**config.mk**
```make
export PLATFORM = sky130hd
export DESIGN_NAME = restore_div
export DESIGN_NICKNAME = d
export VERILOG_FILES = /design/src/rtl/rdiv_pkg.sv /design/src/rtl/rdiv_ctrl.sv /design/src/rtl/rdiv_path.sv /design/src/rtl/restore_div.sv
export SDC_FILE = /design/constraint.sdc
export NUM_CORES = 1
export LEC_CHECK = 0
export BUFFER_PORTS_ARGS = -buffer_cell sky130_fd_sc_hd__buf_4
export CAP_MARGIN = 20
export CORE_MARGIN = 5
export CORE_UTILIZATION = 40
export DETAILED_ROUTE_END_ITERATION = 12
export SETUP_SLACK_MARGIN = 0.5
export SLEW_MARGIN = 20
export SYNTH_ARGS = -nofsm -noshare
export SYNTH_HDL_FRONTEND = slang
export SYNTH_SLANG_ARGS = --single-unit
```
**constraint.sdc**
```tcl
create_clock -name clk -period 1.8 [get_ports clk]
set_input_delay 0.45 -clock clk [delete_from_list [all_inputs] [get_ports clk]]
set_output_delay 0.45 -clock clk [all_outputs]
set_load 0.03 [all_outputs]
```
**src/rtl/rdiv_pkg.sv**
```systemverilog
package rdiv_pkg;
  typedef struct packed {
    logic load;
    logic step;
  } strobe_t;
endpackage

```
**src/rtl/rdiv_ctrl.sv**
```systemverilog
module rdiv_ctrl
  import rdiv_pkg::*;
#(
  parameter int WIDTH = 5
) (
  input  logic    clk,
  input  logic    rstN,
  input  logic    startReq,
  output strobe_t strb,
  output logic    readyOut
);
  localparam int CNT_W = $clog2(WIDTH + 1);
  localparam logic [CNT_W-1:0] LAST = CNT_W'(WIDTH - 1);

  typedef enum logic {S_IDLE, S_RUN} state_t;
  state_t stateQ;
  logic [CNT_W-1:0] iterCnt;

  always_ff @(posedge clk or negedge rstN) begin
    if (!rstN) begin
      stateQ  <= S_IDLE;
      iterCnt <= '0;
    end else begin
      case (stateQ)
        S_IDLE: if (startReq) begin
          stateQ  <= S_RUN;
          iterCnt <= '0;
        end
        default: begin
          iterCnt <= iterCnt + 1'b1;
          if (iterCnt == LAST) stateQ <= S_IDLE;
        end
      endcase
    end
  end

  always_comb begin
    strb.load = (stateQ == S_IDLE) && startReq;
    strb.step = (stateQ == S_RUN);
    readyOut  = (stateQ == S_IDLE);
  end

  a_r3_drop: assert property (@(posedge clk) disable iff (!rstN)
    (readyOut && startReq) |=> !readyOut);
  a_r3_finish: assert property (@(posedge clk) disable iff (!rstN)
    (!readyOut && iterCnt == LAST) |=> readyOut);
  a_r6_busy_ignore: assert property (@(posedge clk) disable iff (!rstN)
    (!readyOut && iterCnt != LAST) |=> (!readyOut && iterCnt == $past(iterCnt) + 1'b1));
endmodule

```
**src/rtl/rdiv_path.sv**
```systemverilog
module rdiv_path
  import rdiv_pkg::*;
#(
  parameter int WIDTH = 5
) (
  input  logic             clk,
  input  logic             rstN,
  input  strobe_t          strb,
  input  logic [WIDTH-1:0] dividendIn,
  input  logic [WIDTH-1:0] divisorIn,
  output logic [WIDTH-1:0] quotOut,
  output logic [WIDTH-1:0] remOut
);
  // dqReg: dividend bits leave at the top while quotient bits enter at the bottom
  logic [WIDTH-1:0] dqReg;
  logic [WIDTH-1:0] dvsReg;
  logic [WIDTH:0]   parRem;
  logic [WIDTH:0]   shifted;
  logic [WIDTH+1:0] trial;
  logic             borrow;

  always_comb begin
    shifted = {parRem[WIDTH-1:0], dqReg[WIDTH-1]};
    trial   = {1'b0, shifted} - {2'b00, dvsReg};  // the one shared subtractor
    borrow  = trial[WIDTH+1];
  end

  always_ff @(posedge clk or negedge rstN) begin
    if (!rstN) begin
      dqReg  <= '0;
      dvsReg <= '0;
      parRem <= '0;
    end else if (strb.load) begin
      dqReg  <= dividendIn;
      dvsReg <= divisorIn;
      parRem <= '0;
    end else if (strb.step) begin
      dqReg  <= {dqReg[WIDTH-2:0], ~borrow};
      parRem <= borrow ? shifted : trial[WIDTH:0];
    end
  end

  assign quotOut = dqReg;
  assign remOut  = parRem[WIDTH-1:0];

  a_r2_capture: assert property (@(posedge clk) disable iff (!rstN)
    strb.load |=> (dqReg == $past(dividendIn) && dvsReg == $past(divisorIn) && parRem == '0));
  a_r7_hold: assert property (@(posedge clk) disable iff (!rstN)
    (!strb.load && !strb.step) |=> ($stable(dqReg) && $stable(parRem)));
  a_r8_rem_bound: assert property (@(posedge clk) disable iff (!rstN)
    (strb.step && dvsReg != '0) |=> (parRem < {1'b0, dvsReg}));
  a_r5_zero_ones: assert property (@(posedge clk) disable iff (!rstN)
    (strb.step && dvsReg == '0) |=> dqReg[0]);
endmodule

```
**src/rtl/restore_div.sv**
```systemverilog
module restore_div
  import rdiv_pkg::*;
#(
  parameter int WIDTH = 5
) (
  input  logic             clk,
  input  logic             rstN,
  input  logic             startReq,
  input  logic [WIDTH-1:0] dividendIn,
  input  logic [WIDTH-1:0] divisorIn,
  output logic             readyOut,
  output logic [WIDTH-1:0] quotOut,
  output logic [WIDTH-1:0] remOut
);
  strobe_t strb;

  rdiv_ctrl #(.WIDTH(WIDTH)) u_ctrl (
    .clk(clk), .rstN(rstN), .startReq(startReq), .strb(strb), .readyOut(readyOut)
  );

  rdiv_path #(.WIDTH(WIDTH)) u_path (
    .clk(clk), .rstN(rstN), .strb(strb),
    .dividendIn(dividendIn), .divisorIn(divisorIn),
    .quotOut(quotOut), .remOut(remOut)
  );
endmodule

```
# [Word level (Yosys, flattened, before mapping)]
# Cells that the tools add are included.
[op_classes] div_mod_pow=0 n_addsub=2 eq_ne=1 n_shift=0 multipliers=0 mux=10 n_reduce_logical=3 n_bitwise=2 magnitude_cmp=0
[ops] cell="two-way mux 5 bit" n=5
[ops] cell="subtractor 6 x 5 -> 7 bit" n=1
[ops] cell="two-way mux 3 bit" n=2
[ops] cell="nonzero test 2 bit" n=2
[ops] cell="adder 3 x 1 -> 3 bit, second input constant" n=1
[ops] cell="equality test 3 bit, second input constant" n=1
[ops] cell="two-way mux 1 bit" n=3
[ops] cell="NOT 1 bit" n=2
[ops] cell="logical AND 1 bit" n=1
[totals] in_bits=13 register_bits=19 mem_bits_rw=0 n_memories=0 mem_bits_ro=0 word_cells=23 out_inout_bits=11 latch_bits=0

# [Longest topological paths before layout]
[depth] word_depth=4 mapped_depth=7 depth_no_buf=7

# [Hierarchy]
# From an unflattened synthesis, not the netlist that was laid out.
[unflattened] hier_cells=105 area_unflattened_um2=1096.1
[by_module_without_submodules] mod="rdiv_path" area_per_inst_um2=883.3 seq_area_each_um2=375.4 cells_each=86 n_inst=1
[by_module_without_submodules] mod="rdiv_ctrl" area_per_inst_um2=212.7 seq_area_each_um2=100.1 cells_each=19 n_inst=1

# [Worst setup path after synthesis]
# No wires, ideal clock.
[synth_path] kind="register to register" start="register u_path.dqReg[4] (netlist: u_path.quotOut[4])" end="register u_path.parRem[2]" setup_ns=0.101 path_slack_ns=-0.162 t_arrival_ns=1.862 required_ns=1.699 path_stages_with_launch=8 path_buffers=0 synth_period_minus_slack_ns=1.962 path_cell_list="dfrtp_1 inv_1 ha_1 fa_1 nor2b_4 o31a_1 nor3_4 o311ai_2"
[synth_via] elab_chain_cells=4
[synth_rtl] element="start: declaration" line="rdiv_path.sv:15" rtl="logic [WIDTH-1:0] dqReg;"
[synth_rtl] element="start signal: assignment" line="rdiv_path.sv:34" rtl="dqReg <= dividendIn;"
[synth_rtl] element="start signal: assignment" line="rdiv_path.sv:38" rtl="dqReg <= {dqReg[WIDTH-2:0], ~borrow};"
[synth_rtl] element="subtractor 6 x 5 -> 7 bit" line="rdiv_path.sv:24" rtl="trial = {1'b0, shifted} - {2'b00, dvsReg};"
[synth_rtl] element="two-way mux 5 bit" line="rdiv_path.sv:39" rtl="parRem <= borrow ? shifted : trial[WIDTH:0];"
[synth_rtl] element="two-way mux 5 bit" line="rdiv_path.sv:37" rtl="end else if (strb.step) begin"
[synth_rtl] element="two-way mux 5 bit" line="rdiv_path.sv:33" rtl="end else if (strb.load) begin"
[synth_rtl] element="end signal: assignment" line="rdiv_path.sv:39"
[synth_rtl] element="end: declaration" line="rdiv_path.sv:17" rtl="logic [WIDTH:0] parRem;"
# Every way passes these cells. The select of a mux whose other input is x is not followed.
# A chain may end at the register's enable or synchronous reset.

# [Worst setup path in the final report]
[layout_path] start="register u_path.dvsReg[0]" end="register u_path.parRem[1]"
[layout_via] elab_chain_cells=4
[layout_rtl] element="start: declaration" line="rdiv_path.sv:16" rtl="logic [WIDTH-1:0] dvsReg;"
[layout_rtl] element="start signal: assignment" line="rdiv_path.sv:35" rtl="dvsReg <= divisorIn;"
[layout_rtl] element="subtractor 6 x 5 -> 7 bit" line="rdiv_path.sv:24"
[layout_rtl] element="two-way mux 5 bit" line="rdiv_path.sv:39"
[layout_rtl] element="two-way mux 5 bit" line="rdiv_path.sv:37"
[layout_rtl] element="two-way mux 5 bit" line="rdiv_path.sv:33"
# Every way passes these cells. The select of a mux whose other input is x is not followed.

==> impl_results.md <==
- Outcome: finished, final reports clean
- Final Skew: 0.00188 ns
- DP HPWL: ~1.7 mm
- Site Rows: 18
- Die width: 61.2 microns
- RSZ-0062 raised after global routing: true
- Initial drt markers: 11
- Netlist Area Pre-Place: between 0.001 and 0.0015 sq mm
- Hold buffers post-CTS: 0
- Number of H-tree levels: 1
- Initial antenna violation count: 0
- R2R Path Start: u_path.dvsReg[0]$_DFFE_PN0P_
- DR WL/cell: 13.6 microns
- TritonCTS Sinks: 19
- Number of routed nets with antenna violations: 0
- Synth Register Bits: 19
- Final setup viols: 0
- Die extent in y: roughly 60 microns
- WP buf/inv: 0
- Total wire length: 2.36 mm
- Gate power share: 68.3%
- Critical Path Source: u_path.dvsReg[0]$_DFFE_PN0P_
- Final hold violation count: 0
- Critical path endpoint category: flip-flop
- Switch Pwr: around 0.0015 W
- Critical path arrival: 1.95 ns
- Clock group share of total power: 6.4%
- Nets: around 170
- Worst-Margin Slew: ~0.4 ns
- Register area share after synthesis: 45.4%
- Max-slew violation count: 0
- Max_cap viols: 0
- Cell count after synthesis: 102
- Hold/Removal Path Class: input pin to asynchronous set/reset pin
- Share of layout cells above drive strength 1: 43.8%
- Final Non-Filler Cells: roughly 170
- Crit path required time: around 2.0 ns
- Total global-route track usage: between 10% and 20%
- Final hold slack: 0.00321 ns
- First-pass GRT wire length: roughly 3.9 mm
- Post-Synthesis Mean Instance Area: 10.3 sq um
- Max Fanout on Critical Path: 5
- Max stage delay on crit path: 0.42 ns
- # diodes: 0
- Area grow syn2layout: 44.2%
- Largest family of logic cells by synthesized area: compound AO/OA/AOI/OAI gates
- GR Overflow Total: 0
- TritonRoute pass-1 iters: 4
- Peak VDD IR: 0.00119 V
- Crit-path cells: ha_4, fa_2, nor2b_4, o31a_1, nor3_4, o311ai_2
- Root buffer cell: clkbuf_4
- Number of synthesis warnings: 0
- P_leak: 0.705 nW
- WP depth: 6
- GPL Wtd Cong: roughly 0.78
- Flop pwr share: 25.3%
- Fin crit period: 1.75 ns
- Post-synthesis mux area share: 4.90%
- Cell family with the largest share of critical-path delay: adder cells
- Die area: about 0.0037 sq mm
- Largest net degree at the start of global routing: 20
- Clock Tree Buf Depth: 2
- Core Box Area: 0.00250 sq mm
- Post-synthesis cell type count: 32
- Via count: ~880
- PortBufs: 23
- Relative slew margins: 73.1%
- Reg2reg path depth: 6
- TritonCTS buffer count: 3
- Clock Pin Slew Worst Setup and Hold Paths: 0.10 ns
- CTS tree: done
- CP Class: flip-flop to flip-flop
- Vias per cell: 5.08
- Slowest CP cell: dfrtp_1
- Pwr per Cell Area: about 2200 mW/mm^2
- Synthesized-area fraction occupied by adder cells: between 10 and 15%
- Pint: 0.00192 W
- Compound-cell area share of the yosys netlist: between 10% and 20%
- Final period util: 97.3%
- Clock latency on the worst-skew pair: 0.30 ns
- Drt drc: 0
- XOR/XNOR share of the synthesized area: under 10%
- Worst Setup Start Kind: flip-flop
- Fmax: roughly 570 MHz
- Vias in the first global route: 912
- Sw Share: 43.0%
- Simple-gate share of the synthesized area: around 14%
- Placed Cells incl. Taps: 157
- # IOs: 24
- Net count after synthesis: 123
- Initial Utilization: 41.9%
## final cells by class
type                       count  area (sq um)
sequential                    19           482
inverter                       9          33.8
timing repair buffer          42           364
clock buffer                   4          26.3
multi-input combinational     70           567
fill                         225           990
tap                           30          37.5
## cell usage in the layout, fill, tap and decap left out, types with 3 or more instances in the layout
master and count:
dfrtp_1 14, o21ai_0 11, clkbuf_4 3, ha_1 5
nand2_1 15, dfrtp_2 5, nand4_1 3, inv_1 7
mux2i_1 4, buf_4 29, buf_6 13, o311ai_2 3
## registers in the layout, summed over array words and instances (netlist names)
| signal | count |
|---|---|
| u_ctrl.iterCnt | 3 |
| u_path.quotOut | 5 |
| u_ctrl.stateQ | 1 |
| u_path.dvsReg | 5 |
| u_path.parRem | 5 |
## routing by layer
metal	GRT usage, %	up-vias	wire, microns
met3	4.19	2	154
met1	17.5	419	1000
met5	0	-	0
li1	-	441	-
met2	24.2	22	1190
met4	3.10	0	15
## cell usage after synthesis, drive strengths merged
library cell | instances | area share, %
o21a | 1 | 0.84
nor2 | 2 | 0.72
ha | 7 | 8.4
a31oi | 1 | 0.60
nor2b | 3 | 2.5
mux2i | 4 | 3.8
o21ai | 11 | 5.3
clkbuf | 1 | 0.36
and2 | 1 | 0.60
inv | 9 | 3.2
a41oi | 1 | 0.84
xor2 | 1 | 0.84
a21oi | 2 | 0.96
nor3 | 3 | 2.5
o311ai | 3 | 3.2
mux2 | 1 | 1.1
dfrtp | 19 | 45
a22o | 1 | 0.84
fa | 1 | 1.9
o31ai | 3 | 2.6
buf | 3 | 1.7
nand3b | 1 | 0.72
o31a | 1 | 0.84
nand2 | 15 | 5.4
a211oi | 2 | 1.4
nand4 | 3 | 1.8
xnor2 | 2 | 1.7
## per-stage QoR
stage | setup WS [ns] | TNS [ns] | instance area, sq um | total power [W] | util [%]
floorplan | 0.0257 | 0 | 1080 | 0.00220 | -
global placement | 0.113 | 0 | 1310 | 0.00275 | 52.5
detailed placement | 0.0481 | 0 | 1310 | 0.00278 | 52.5
CTS | 0.0480 | 0 | 1420 | 0.00317 | 56.7
global route | -0.0210 | -0.0608 | 1510 | 0.00366 | 60.4
finish | 0.0482 | 0 | 1510 | 0.00338 | 60.4
## power groups by stage
stage,registers (W),logic [W],clock network (W)
after floorplan,0.00105,0.00115,0
after global placement,0.000884,0.00186,0
after detailed placement,0.000895,0.00188,0
after CTS,0.000874,0.00208,0.000221
after global routing,0.000882,0.00254,0.000241
final,0.000856,0.00231,0.000216
## logic make-up (layout without fill, tap and decap cells)
| group | after synthesis | after routing |
|---|---|---|
| mux | 5 | 5 |
| buf+inv | 13 | 55 |
| xor+xnor | 3 | 3 |
| compound gates | 26 | 26 |
| flops | 19 | 19 |
| fa+ha+maj | 8 | 8 |
| simple gates | 28 | 28 |
## what timing repair did
item | 4_1_cts | 5_1_grt
gates cloned | 0 | 0
pin swaps | 2 | 2
resized for setup | 10 | 10
setup buffers | 6 | 7
endpoints found under the setup margin | 18 | 18
## path summary, 6_finish.rpt
path | to | slack [ns]
min in group clk | u_path.dvsReg[3]$_DFFE_PN0P_ | 0.35
setup reg to reg | u_path.parRem[1]$_DFFE_PN0P_ | 0.05
max in group asynchronous | u_path.parRem[4]$_DFFE_PN0P_ | 1.58
hold reg to reg | u_ctrl.stateQ$_DFF_PN0_ | 0.52
setup / recovery | u_path.parRem[1]$_DFFE_PN0P_ | 0.05
hold / removal | u_ctrl.iterCnt[2]$_DFFE_PN0P_ | 0.003
Power figures use the tool's default switching activity.
